File: config.mk
export PLATFORM = sky130hd
export DESIGN_NAME = resp_ring_writer
export DESIGN_NICKNAME = d
export VERILOG_FILES = /design/src/rtl/rrw_pkg.sv /design/src/rtl/rrw_rst_sync.sv /design/src/rtl/rrw_imm_path.sv /design/src/rtl/rrw_ring_engine.sv /design/src/rtl/rrw_irq_ctrl.sv /design/src/rtl/resp_ring_writer.sv
export SDC_FILE = /design/constraint.sdc
export NUM_CORES = 1
export LEC_CHECK = 0
export BUFFER_PORTS_ARGS = -buffer_cell sky130_fd_sc_hd__buf_2
export CORE_ASPECT_RATIO = 1.5
export CORE_UTILIZATION = 52
export DETAILED_ROUTE_END_ITERATION = 8
export GPL_TIMING_DRIVEN = 0
export PLACE_DENSITY = 0.81
export SYNTH_ARGS = -nofsm -noshare
export SYNTH_HDL_FRONTEND = slang
export SYNTH_HIERARCHICAL = 1
export SYNTH_SLANG_ARGS = --single-unit
File: constraint.sdc
create_clock -name clk -period 6 [get_ports clk]
set_input_delay 1.2 -clock clk [delete_from_list [all_inputs] [get_ports clk]]
set_output_delay 1.2 -clock clk [all_outputs]
set_load 0.03 [all_outputs]
File: src/rtl/rrw_pkg.sv
package rrw_pkg;
  // fixed field positions that software decodes
  localparam int CAD_W         = 4;
  localparam int CTL_IE_BIT    = 0;
  localparam int CTL_DMA_BIT   = 1;
  localparam int STS_INT_BIT   = 0;
  localparam int WP_RST_BIT    = 15;
  localparam int IMM_BUSY_BIT  = 0;
  localparam int IMM_VALID_BIT = 1;
  localparam int IMM_CAD_LSB   = 4;
  localparam int TAG_UNSOL_BIT = 4;

  typedef enum logic [1:0] {
    RW_IDLE = 2'd0,
    RW_DATA = 2'd1,
    RW_TAG  = 2'd2
  } rw_state_e;
endpackage

File: src/rtl/rrw_rst_sync.sv
module rrw_rst_sync #(
  parameter int STAGES = 2
) (
  input  logic clk,
  input  logic rst_n,
  output logic rst_sync_n
);
  logic [STAGES-1:0] sync_q;

  always_ff @(posedge clk or negedge rst_n) begin
    if (!rst_n) begin
      sync_q <= '0;
    end else begin
      sync_q <= {sync_q[STAGES-2:0], 1'b1};
    end
  end

  assign rst_sync_n = sync_q[STAGES-1];
endmodule

File: src/rtl/rrw_imm_path.sv
module rrw_imm_path
  import rrw_pkg::*;
#(
  parameter int DATA_W = 32
) (
  input  logic              clk,
  input  logic              rst_n,
  input  logic              issue,
  input  logic              cap,
  input  logic [DATA_W-1:0] cap_data,
  input  logic [CAD_W-1:0]  cap_cad,
  output logic              busy,
  output logic [DATA_W-1:0] imm_resp,
  output logic [7:0]        imm_stat
);
  logic              busy_q, busy_d;
  logic              valid_q, valid_d;
  logic [CAD_W-1:0]  cad_q;
  logic [DATA_W-1:0] resp_q;
  logic              stat_en;

  always_comb begin
    busy_d  = busy_q;
    valid_d = valid_q;
    stat_en = cap | issue;
    if (cap) begin
      busy_d  = 1'b0;
      valid_d = 1'b1;
    end else if (issue) begin
      busy_d  = 1'b1;
      valid_d = 1'b0;
    end
  end

  always_ff @(posedge clk or negedge rst_n) begin
    if (!rst_n) begin
      busy_q  <= 1'b0;
      valid_q <= 1'b0;
    end else if (stat_en) begin
      busy_q  <= busy_d;
      valid_q <= valid_d;
    end
  end

  always_ff @(posedge clk or negedge rst_n) begin
    if (!rst_n) begin
      resp_q <= '0;
      cad_q  <= '0;
    end else if (cap) begin
      resp_q <= cap_data;
      cad_q  <= cap_cad;
    end
  end

  always_comb begin
    imm_stat                                = '0;
    imm_stat[IMM_BUSY_BIT]                  = busy_q;
    imm_stat[IMM_VALID_BIT]                 = valid_q;
    imm_stat[IMM_CAD_LSB +: CAD_W]          = cad_q;
  end

  assign busy     = busy_q;
  assign imm_resp = resp_q;


  imm_cap_chk: assert property (@(posedge clk) disable iff (!rst_n)
    cap |=> (imm_stat[IMM_VALID_BIT] && !imm_stat[IMM_BUSY_BIT] &&
             imm_stat[IMM_CAD_LSB +: CAD_W] == $past(cap_cad) &&
             imm_resp == $past(cap_data)));
endmodule

File: src/rtl/rrw_ring_engine.sv
module rrw_ring_engine
  import rrw_pkg::*;
#(
  parameter int DATA_W = 32,
  parameter int ADDR_W = 64,
  parameter int PTR_W  = 8
) (
  input  logic              clk,
  input  logic              rst_n,
  input  logic              start,
  input  logic [DATA_W-1:0] start_data,
  input  logic [CAD_W-1:0]  start_cad,
  input  logic              start_unsol,
  input  logic [ADDR_W-1:0] base,
  input  logic              wp_rst,
  input  logic              mem_ack,
  output logic              busy,
  output logic              mem_req,
  output logic [ADDR_W-1:0] mem_addr,
  output logic [DATA_W-1:0] mem_data,
  output logic [PTR_W-1:0]  wp,
  output logic              commit
);
  localparam int WORD_BYTES  = DATA_W / 8;
  localparam int ENTRY_SHIFT = $clog2(2 * WORD_BYTES);
  localparam int OFF_W       = PTR_W + ENTRY_SHIFT;

  rw_state_e         st_q, st_d;
  logic [PTR_W-1:0]  wp_q, wp_d, nptr_q;
  logic [PTR_W-1:0]  wp_inc;
  logic [DATA_W-1:0] data_q, tag_q, tag_w;
  logic [ADDR_W-1:0] addr_q, addr_d;
  logic [OFF_W-1:0]  ent_off;
  logic [ADDR_W-1:0] ent_addr;
  logic              cap_en, step_en, wp_en;

  assign wp_inc   = wp_q + PTR_W'(1);
  assign ent_off  = {wp_inc, {ENTRY_SHIFT{1'b0}}};
  assign ent_addr = base + ADDR_W'(ent_off);

  always_comb begin
    tag_w                   = '0;
    tag_w[CAD_W-1:0]        = start_cad;
    tag_w[TAG_UNSOL_BIT]    = start_unsol;
  end

  // next state
  always_comb begin
    st_d    = st_q;
    addr_d  = addr_q;
    cap_en  = 1'b0;
    step_en = 1'b0;
    commit  = 1'b0;
    case (st_q)
      RW_IDLE: begin
        if (start) begin
          st_d   = RW_DATA;
          cap_en = 1'b1;
          addr_d = ent_addr;
        end
      end
      RW_DATA: begin
        if (mem_ack) begin
          st_d    = RW_TAG;
          step_en = 1'b1;
          addr_d  = addr_q + ADDR_W'(WORD_BYTES);
        end
      end
      RW_TAG: begin
        if (mem_ack) begin
          st_d   = RW_IDLE;
          commit = 1'b1;
        end
      end
      default: st_d = RW_IDLE;
    endcase
  end

  always_comb begin
    wp_en = wp_rst | commit;
    wp_d  = wp_rst ? '0 : nptr_q;
  end

  // registers
  always_ff @(posedge clk or negedge rst_n) begin
    if (!rst_n) begin
      st_q <= RW_IDLE;
    end else begin
      st_q <= st_d;
    end
  end

  always_ff @(posedge clk or negedge rst_n) begin
    if (!rst_n) begin
      data_q <= '0;
      tag_q  <= '0;
      nptr_q <= '0;
    end else if (cap_en) begin
      data_q <= start_data;
      tag_q  <= tag_w;
      nptr_q <= wp_inc;
    end
  end

  always_ff @(posedge clk or negedge rst_n) begin
    if (!rst_n) begin
      addr_q <= '0;
    end else if (cap_en | step_en) begin
      addr_q <= addr_d;
    end
  end

  always_ff @(posedge clk or negedge rst_n) begin
    if (!rst_n) begin
      wp_q <= '0;
    end else if (wp_en) begin
      wp_q <= wp_d;
    end
  end

  assign busy     = (st_q != RW_IDLE);
  assign mem_req  = busy;
  assign mem_addr = addr_q;
  assign mem_data = (st_q == RW_TAG) ? tag_q : data_q;
  assign wp       = wp_q;


  mem_hold_chk: assert property (@(posedge clk) disable iff (!rst_n)
    (mem_req && !mem_ack) |=> (mem_req && $stable(mem_addr) && $stable(mem_data)));


  tag_addr_chk: assert property (@(posedge clk) disable iff (!rst_n)
    (st_q == RW_DATA && mem_ack) |=> (mem_req && mem_addr == $past(mem_addr) + ADDR_W'(WORD_BYTES)));


  tag_bits_chk: assert property (@(posedge clk) disable iff (!rst_n)
    (st_q == RW_TAG) |-> (mem_data[DATA_W-1:TAG_UNSOL_BIT+1] == '0));


  wp_step_chk: assert property (@(posedge clk) disable iff (!rst_n)
    (wp_q != $past(wp_q)) |-> ((wp_q == $past(wp_q) + PTR_W'(1)) || (wp_q == '0)));
endmodule

File: src/rtl/rrw_irq_ctrl.sv
module rrw_irq_ctrl #(
  parameter int CNT_W = 8
) (
  input  logic             clk,
  input  logic             rst_n,
  input  logic             ctl_wr,
  input  logic             ctl_ie_w,
  input  logic             ctl_dma_w,
  input  logic             thr_wr,
  input  logic [CNT_W-1:0] thr_w,
  input  logic             sts_wr,
  input  logic             sts_w1,
  input  logic             commit,
  input  logic             cmd_empty,
  output logic             ie,
  output logic             dma_en,
  output logic [CNT_W-1:0] count,
  output logic             sts_int,
  output logic             fetch_restart
);
  logic             ie_q, dma_q, sts_q, sts_d, restart_q;
  logic [CNT_W-1:0] thr_q, cnt_q, cnt_base, cnt_d;
  logic             clr, hit, cnt_en, sts_en;

  always_comb begin
    clr      = sts_wr & sts_w1 & sts_q;
    cnt_base = clr ? '0 : cnt_q;
    cnt_d    = commit ? cnt_base + CNT_W'(1) : cnt_base;
    cnt_en   = clr | commit;
    hit      = commit & ie_q & ((cnt_d == thr_q) | cmd_empty);
    sts_en   = clr | hit;
    sts_d    = hit;
  end

  always_ff @(posedge clk or negedge rst_n) begin
    if (!rst_n) begin
      ie_q  <= 1'b0;
      dma_q <= 1'b0;
    end else if (ctl_wr) begin
      ie_q  <= ctl_ie_w;
      dma_q <= ctl_dma_w;
    end
  end

  always_ff @(posedge clk or negedge rst_n) begin
    if (!rst_n) begin
      thr_q <= '0;
    end else if (thr_wr) begin
      thr_q <= thr_w;
    end
  end

  always_ff @(posedge clk or negedge rst_n) begin
    if (!rst_n) begin
      cnt_q <= '0;
    end else if (cnt_en) begin
      cnt_q <= cnt_d;
    end
  end

  always_ff @(posedge clk or negedge rst_n) begin
    if (!rst_n) begin
      sts_q <= 1'b0;
    end else if (sts_en) begin
      sts_q <= sts_d;
    end
  end

  always_ff @(posedge clk or negedge rst_n) begin
    if (!rst_n) begin
      restart_q <= 1'b0;
    end else begin
      restart_q <= clr;
    end
  end

  assign ie            = ie_q;
  assign dma_en        = dma_q;
  assign count         = cnt_q;
  assign sts_int       = sts_q;
  assign fetch_restart = restart_q;


  restart_chk: assert property (@(posedge clk) disable iff (!rst_n)
    (sts_wr && sts_w1 && sts_q && !commit) |=> (fetch_restart && !sts_q && cnt_q == '0));


  restart_src_chk: assert property (@(posedge clk) disable iff (!rst_n)
    fetch_restart |-> $past(sts_q));


  sts_rise_chk: assert property (@(posedge clk) disable iff (!rst_n)
    $rose(sts_q) |-> ($past(commit) && $past(ie_q)));
endmodule

File: src/rtl/resp_ring_writer.sv
module resp_ring_writer
  import rrw_pkg::*;
#(
  parameter int DATA_W = 32,
  parameter int ADDR_W = 64,
  parameter int PTR_W  = 8,
  parameter int CNT_W  = 8
) (
  input  logic              clk,
  input  logic              rst_n,
  input  logic              rsp_valid,
  output logic              rsp_ready,
  input  logic [DATA_W-1:0] rsp_data,
  input  logic [CAD_W-1:0]  rsp_cad,
  input  logic              rsp_unsol,
  input  logic              imm_issue,
  output logic [DATA_W-1:0] imm_resp_o,
  output logic [7:0]        imm_stat_o,
  input  logic [ADDR_W-1:0] ring_base,
  input  logic              wp_wr,
  input  logic [15:0]       wp_wdata,
  output logic [PTR_W-1:0]  wp_o,
  input  logic              ctl_wr,
  input  logic [7:0]        ctl_wdata,
  output logic [7:0]        ctl_o,
  input  logic              thr_wr,
  input  logic [CNT_W-1:0]  thr_wdata,
  input  logic              sts_wr,
  input  logic [7:0]        sts_wdata,
  output logic [7:0]        sts_o,
  output logic [CNT_W-1:0]  resp_count_o,
  input  logic              cmd_ring_empty,
  output logic              mem_req,
  input  logic              mem_ack,
  output logic [ADDR_W-1:0] mem_addr,
  output logic [DATA_W-1:0] mem_data,
  output logic              resp_irq,
  output logic              fetch_restart
);
  logic rst_sync_n;
  logic ring_busy, imm_busy, dma_en, ie, sts_int, commit;
  logic accept, to_imm, to_ring, wp_rst;
  logic unused_wdata;

  assign unused_wdata = ^{wp_wdata[WP_RST_BIT-1:0], ctl_wdata[7:2], sts_wdata[7:1]};

  rrw_rst_sync #(.STAGES(2)) rst_sync_i (
    .clk        (clk),
    .rst_n      (rst_n),
    .rst_sync_n (rst_sync_n)
  );

  assign rsp_ready = ~ring_busy;
  assign accept    = rsp_valid & rsp_ready;
  assign to_imm    = accept & imm_busy;
  assign to_ring   = accept & ~imm_busy & dma_en;
  assign wp_rst    = wp_wr & wp_wdata[WP_RST_BIT];

  rrw_imm_path #(.DATA_W(DATA_W)) imm_i (
    .clk      (clk),
    .rst_n    (rst_sync_n),
    .issue    (imm_issue),
    .cap      (to_imm),
    .cap_data (rsp_data),
    .cap_cad  (rsp_cad),
    .busy     (imm_busy),
    .imm_resp (imm_resp_o),
    .imm_stat (imm_stat_o)
  );

  rrw_ring_engine #(.DATA_W(DATA_W), .ADDR_W(ADDR_W), .PTR_W(PTR_W)) ring_i (
    .clk         (clk),
    .rst_n       (rst_sync_n),
    .start       (to_ring),
    .start_data  (rsp_data),
    .start_cad   (rsp_cad),
    .start_unsol (rsp_unsol),
    .base        (ring_base),
    .wp_rst      (wp_rst),
    .mem_ack     (mem_ack),
    .busy        (ring_busy),
    .mem_req     (mem_req),
    .mem_addr    (mem_addr),
    .mem_data    (mem_data),
    .wp          (wp_o),
    .commit      (commit)
  );

  rrw_irq_ctrl #(.CNT_W(CNT_W)) irq_i (
    .clk           (clk),
    .rst_n         (rst_sync_n),
    .ctl_wr        (ctl_wr),
    .ctl_ie_w      (ctl_wdata[CTL_IE_BIT]),
    .ctl_dma_w     (ctl_wdata[CTL_DMA_BIT]),
    .thr_wr        (thr_wr),
    .thr_w         (thr_wdata),
    .sts_wr        (sts_wr),
    .sts_w1        (sts_wdata[STS_INT_BIT]),
    .commit        (commit),
    .cmd_empty     (cmd_ring_empty),
    .ie            (ie),
    .dma_en        (dma_en),
    .count         (resp_count_o),
    .sts_int       (sts_int),
    .fetch_restart (fetch_restart)
  );

  always_comb begin
    ctl_o              = '0;
    ctl_o[CTL_IE_BIT]  = ie;
    ctl_o[CTL_DMA_BIT] = dma_en;
    sts_o              = '0;
    sts_o[STS_INT_BIT] = sts_int;
  end

  assign resp_irq = sts_int;


  drop_chk: assert property (@(posedge clk) disable iff (!rst_sync_n)
    (accept && !imm_busy && !dma_en) |=> !mem_req);


  imm_nowrite_chk: assert property (@(posedge clk) disable iff (!rst_sync_n)
    to_imm |=> !mem_req);
endmodule

## Word-level counts from Yosys, hierarchy flattened

Index checks and enable logic that the tools add are counted.

- Flip-flop bits (word level): 179
- Bits of input ports: 151
- Logic and storage cells: 71

- Add/sub/neg operators: 4
- Equal/unequal tests: 6
- Mux-type cells: 20
- Bitwise operators: 17
- Reductions and logical operators: 7

Operator list:

| cell | count |
|---|---|
| $mux W64 | 2 |
| $pmux W64 S2 | 1 |
| $add A64 B11 Y64 | 1 |
| $add A64 B3 Y64 const B | 1 |
| $mux W32 | 1 |
| $mux W8 | 3 |
| $add A8 B1 Y8 const B | 2 |
| $and A1 B1 Y1 | 9 |
| $mux W1 | 9 |
| $eq A8 B8 Y1 | 1 |
| $mux W2 | 3 |
| $or A1 B1 Y1 | 6 |
| $pmux W2 S3 | 1 |
| $reduce_bool A2 Y1 | 3 |
| $ne A2 B2 Y1 const B | 2 |
| $reduce_and A4 Y1 | 1 |
| $reduce_and A3 Y1 | 1 |
| $eq A2 B1 Y1 const B | 1 |
| $eq A2 B2 Y1 const B | 1 |
| $logic_not A2 Y1 | 1 |
| $ne A2 B1 Y1 const B | 1 |
| $not A1 Y1 | 2 |
| $reduce_and A2 Y1 | 1 |

## Logic depth before layout (Yosys ltp)

- Word-level depth: 9
- Depth in mapped cells: 13
- Depth with buffers taken out: 12

## By module

Netlist, hierarchy kept.

Modules (own cells, without submodules):

| module | times used | cells each | area each (µm²) | seq. area each (µm²) |
|---|---|---|---|---|
| rrw_ring_engine | 1 | 956 | 7797.5 | 2977.9 |
| rrw_imm_path | 1 | 87 | 1515.2 | 950.9 |
| rrw_irq_ctrl | 1 | 100 | 1059.8 | 500.5 |
| resp_ring_writer | 1 | 21 | 156.4 | 0.0 |
| rrw_rst_sync | 1 | 3 | 53.8 | 50.0 |

## Least setup slack after synthesis

OpenSTA, ideal clock, no wires.

- Path type: input to register
- Start point: in ring_base[3]
- End point: reg ring_i.addr_q[35] (netlist: ring_i/mem_addr[35])
- Data arrival time: 3.268 ns
- Data required time: 5.874 ns
- Slack: 2.606 ns
- Cell stages on the path: 10
- Buffers on the path: 1
- Path through: ha_1 > inv_1 > fa_1 > nand2b_1 > a21oi_1 > o21ai_1 > a2111o_1 > buf_6 > xnor2_1 > a221o_1

- Longest elaborated chain between the ends: 3

RTL lines:

| item | RTL line | RTL |
|---|---|---|
| start, declared | resp_ring_writer.sv:19 | `input logic [ADDR_W-1:0] ring_base,` |
| $add A64 B11 Y64 | rrw_ring_engine.sv:39 | `assign ent_addr = base + ADDR_W'(ent_off);` |
| $mux W64 | rrw_ring_engine.sv:56 | `if (start) begin` |
| $pmux W64 S2 | rrw_ring_engine.sv:54 | `case (st_q)` |
| end signal, assigned | rrw_ring_engine.sv:109 | `addr_q <= addr_d;` |
| end, declared | rrw_ring_engine.sv:32 | `logic [ADDR_W-1:0] addr_q, addr_d;` |

No other way between the ends. The select of a mux whose other input is x is not followed.
A chain may end at the register's enable or synchronous reset.

## Worst setup path after layout

- Start point: reg ring_i.st_q[1]
- End point: reg ring_i.addr_q[29] (netlist: ring_i/mem_addr[29])

- Longest elaborated chain between the ends: 9
- Elaborated cells between the ends (all ways): 16
- Classes of those cells: eq/ne: 3; mux: 4; bitwise: 5; reduce/logical: 4

RTL lines:

| item | RTL line | RTL |
|---|---|---|
| start, declared | rrw_ring_engine.sv:28 | `rw_state_e st_q, st_d;` |
| start signal, assigned | rrw_ring_engine.sv:89 | `st_q <= st_d;` |
| $reduce_bool A2 Y1 (*) | rrw_ring_engine.sv:121 | `assign busy = (st_q != RW_IDLE);` |
| net ring_busy | resp_ring_writer.sv:41 | `logic ring_busy, imm_busy, dma_en, ie, sts_int, commit;` |
| $not A1 Y1 (*) | resp_ring_writer.sv:53 | `assign rsp_ready = ~ring_busy;` |
| $and A1 B1 Y1 (*) | resp_ring_writer.sv:54 | `assign accept = rsp_valid & rsp_ready;` |
| $and A1 B1 Y1 (*) (2 in a row) | resp_ring_writer.sv:56 | `assign to_ring = accept & ~imm_busy & dma_en;` |
| net to_ring | resp_ring_writer.sv:42 | `logic accept, to_imm, to_ring, wp_rst;` |
| $mux W1 | rrw_ring_engine.sv:56 |  |
| $mux W1 | rrw_ring_engine.sv:54 |  |
| $or A1 B1 Y1 | rrw_ring_engine.sv:108 | `end else if (cap_en \| step_en) begin` |
| $reduce_and A4 Y1 (no source line) (*) | - |  |

Mark *: on every way through the listed nets, which the timed path passes. The rest lies on a longest branch.

==> flow_summary.ini <==
[synth]
seq_area_frac_synth_pct = 42.3
synth_cells = 1167
yosys_warnings = 6
synth_area_sq_um = 10600
synth_cell_types = 78
post-synth-top-area-cell = dfrtp_1
synth_common_cells = 205 x nand2_1, 179 x dfrtp_1, 78 x nor2_1
synth_top_area_share_pct = 42.3
synth.ff_latch_count = 179
async_flop_share_pct = 100
synth_most_common_cell = nand2_1
synth-main-ff-cell = dfrtp_1
synth_edf_count = 0
syn_avg_cell_area_sq_um = 9.07
synthTopCellsByArea = dfrtp_1 42%, nand2_1 7.3%, mux2_2 3.6%, a21oi_1 3.2%, xnor2_1 3.1%

[timing]
slew_headroom_pct = 37.7
finalClockSkew_ns = 0.0133
drv_slew = 0
worst_slew_pin_slew_ns = 0.927
setup_viol = 0
hold_violations = 0
min_period_over_period_pct = 60.5
rsz0062_at_grt = false
fmax_mhz = 276
fin_crit_ns = 3.63

[clocking]
cts.clk_slew.worst_paths_ns = 0.07
post_cts_resized = 0
htree_levels = 4
ctsHoldBuffers = 0
numClockSinks = 179
cts_tree = yes
cts_max_path_buffers = 2
cts_buffers = 17
post_cts_buffers = 0
clk_latency_ns = 0.44
cts-root-buf = clkbuf_16

[die]
rows = 63
pin_count = 323
start_util_pct = 53.3
dieWidth_um = 118
die_y_um = 177
core_area_sq_um = 19900
fp.dieArea_sq_um = 20900

[layout]
drive_above_1_share_pct = 28.7
fill_cells = 1684
fin_util_pct = 65.4
finalNonFillerCells = 1753
regArea_sq_um = 4480
nNetsFinal = 1641
syn_to_final_growth_pct = 22.7
multi_input_area_sq_um = 5670

[worst_hold_path]
hold_path.class = reg -> reg

[power]
p_int_mw = 3.31
p_comb_share_pct = 49.8
power.switching_mw = 3.09
peakVddDrop_mv = 0.236
p_sw_share_pct = 48.3
powerDensity_nw_per_um2 = 493
leakage_nw = 6.16
seqPwrFrac_pct = 33.1
clock_power_share_pct = 17.1

[drt]
vias = 10500
drtAntennaViolNets = 0
drt-pass1-iter-count = 6
wl_per_cell_um = 20.3
routed_wl_um = 35700
drc_errors = 0
vias_per_cell = 5.97
drtIter0Drc = 899

[critical_path]
required_ns = 6.29
cp_max_fo = 10
crit_type = reg -> reg
cp.arrival_ns = 3.92
critPathLaunchType = flip-flop
endpoint_kind = flip-flop
r2r_setup_slack_ns = 2.37

[global_routing]
antenna_found_initial = 2
grt_overflow = 0
grt_pass1_vias = 10500
grt_usage_pct = 34.4
grt_pass1_wl_um = 55200
grt_max_degree = 66

[outcome]
status = finished clean

[place]
gp_congestion = 0.992
dp_hpwl_um = 27400
port-buffer-count = 278
placed_cells = 1720

[run]
maxCapViolCount = 0
cell families after synthesis:
| kind of cell | share of synthesized area, % |
|---|---|
| other cells | 0.106 |
| fa+ha+maj | 1.37 |
| mux | 6.93 |
| xor+xnor | 6.36 |
| flops | 42.3 |
| compound gates | 12.6 |
| buf+inv | 4.58 |
| simple gates | 25.7 |
through the flow:
step                      TNS (ns)  setup WS [ns]  instance area (sq um)  total power [mW]  hold slack [ns]
final                            0           2.37                  13000              6.41            0.394
after global routing             0           2.19                  13000              6.72            0.396
after CTS                        0           2.40                  13000              6.38            0.393
after detailed placement         0           1.96                  12400              5.27            0.371
after global placement     -256.41          -1.47                  12300              5.20            0.336
after floorplan                  0          0.643                  10600              4.21            0.331
power by group through the flow:
stage,registers (mW),clock network (mW),logic (mW)
after CTS,2.11,1.11,3.16
after global placement,2.12,0,3.07
after detailed placement,2.13,0,3.14
after floorplan,2.74,0,1.47
final,2.12,1.10,3.19
after global routing,2.18,1.15,3.39
layer usage:
| layer | share of wire [%] | vias to the layer above | global-route usage (%) |
|---|---|---|---|
| met2 | 51 | 625 | 61.9 |
| li1 | - | 4736 | - |
| met4 | 5.8 | 2 | 21.4 |
| met1 | 34 | 4958 | 36.8 |
| met3 | 8.7 | 145 | 7.25 |
| met5 | 0.036 | - | 0 |
state kept, by name (all words and copies together) (netlist names):
signal and cells:
imm_i/busy 1, imm_i/cad_q 4, imm_i/imm_resp 32, imm_i/valid_q 1, irq_i/count 8, irq_i/dma_en 1
irq_i/fetch_restart 1, irq_i/ie 1, irq_i/sts_int 1, irq_i/thr_q 8, ring_i/data_q 32, ring_i/mem_addr 64
ring_i/nptr_q 8, ring_i/st_q 2, ring_i/tag_q 5, ring_i/wp 8, rst_sync_i/sync_q 2
area by class of cell:
class | instances | share of cell area, %
Inverter | 22 | 0.636
Sequential cell | 179 | 34.5
Buffer | 75 | 3.09
Antenna cell | 1 | 0.0193
Clock buffer | 19 | 3.49
Timing Repair Buffer | 280 | 11.1
Tap cell | 260 | 2.50
Clock inverter | 13 | 0.973
Multi-Input combinational cell | 904 | 43.6
critical path: stages, from the launching register on:
cell      delay (ns)
dfrtp_1         0.36
clkbuf_1        0.17
inv_1           0.18
nand2_1         0.16
and4bb_2        0.38
nand2_1         0.10
a21oi_1         0.45
clkbuf_1        0.71
buf_1           0.57
nand3_1         0.17
o21ai_0         0.12
o21ai_0         0.10
layout by cell type, fill, tap and decap left out, types with 22 or more instances in the layout:
master	n
a21oi_1	67
and2_1	39
and3_1	30
buf_2	284
buf_4	22
clkbuf_1	37
dfrtp_1	178
inv_1	22
mux2_2	34
nand2_1	205
nand3_1	55
nand4_1	36
nor2_1	78
nor3_1	36
o21ai_0	42
xnor2_1	38
xor2_1	37
final timing paths:
kind                                       from              endpoint  cells after the start
setup / recovery                 ring_i/st_q[1]   ring_i/mem_addr[29]                     11
hold / removal             rst_sync_i/sync_q[0]  rst_sync_i/sync_q[1]                      0
setup reg to reg                 ring_i/st_q[1]   ring_i/mem_addr[29]                     11
hold reg to reg            rst_sync_i/sync_q[0]  rst_sync_i/sync_q[1]                      0
max in group asynchronous  rst_sync_i/sync_q[1]        ring_i/st_q[0]                      2
min in group asynchronous  rst_sync_i/sync_q[1]    imm_i/imm_resp[17]                      0
(Power assumes the default switching activity.)
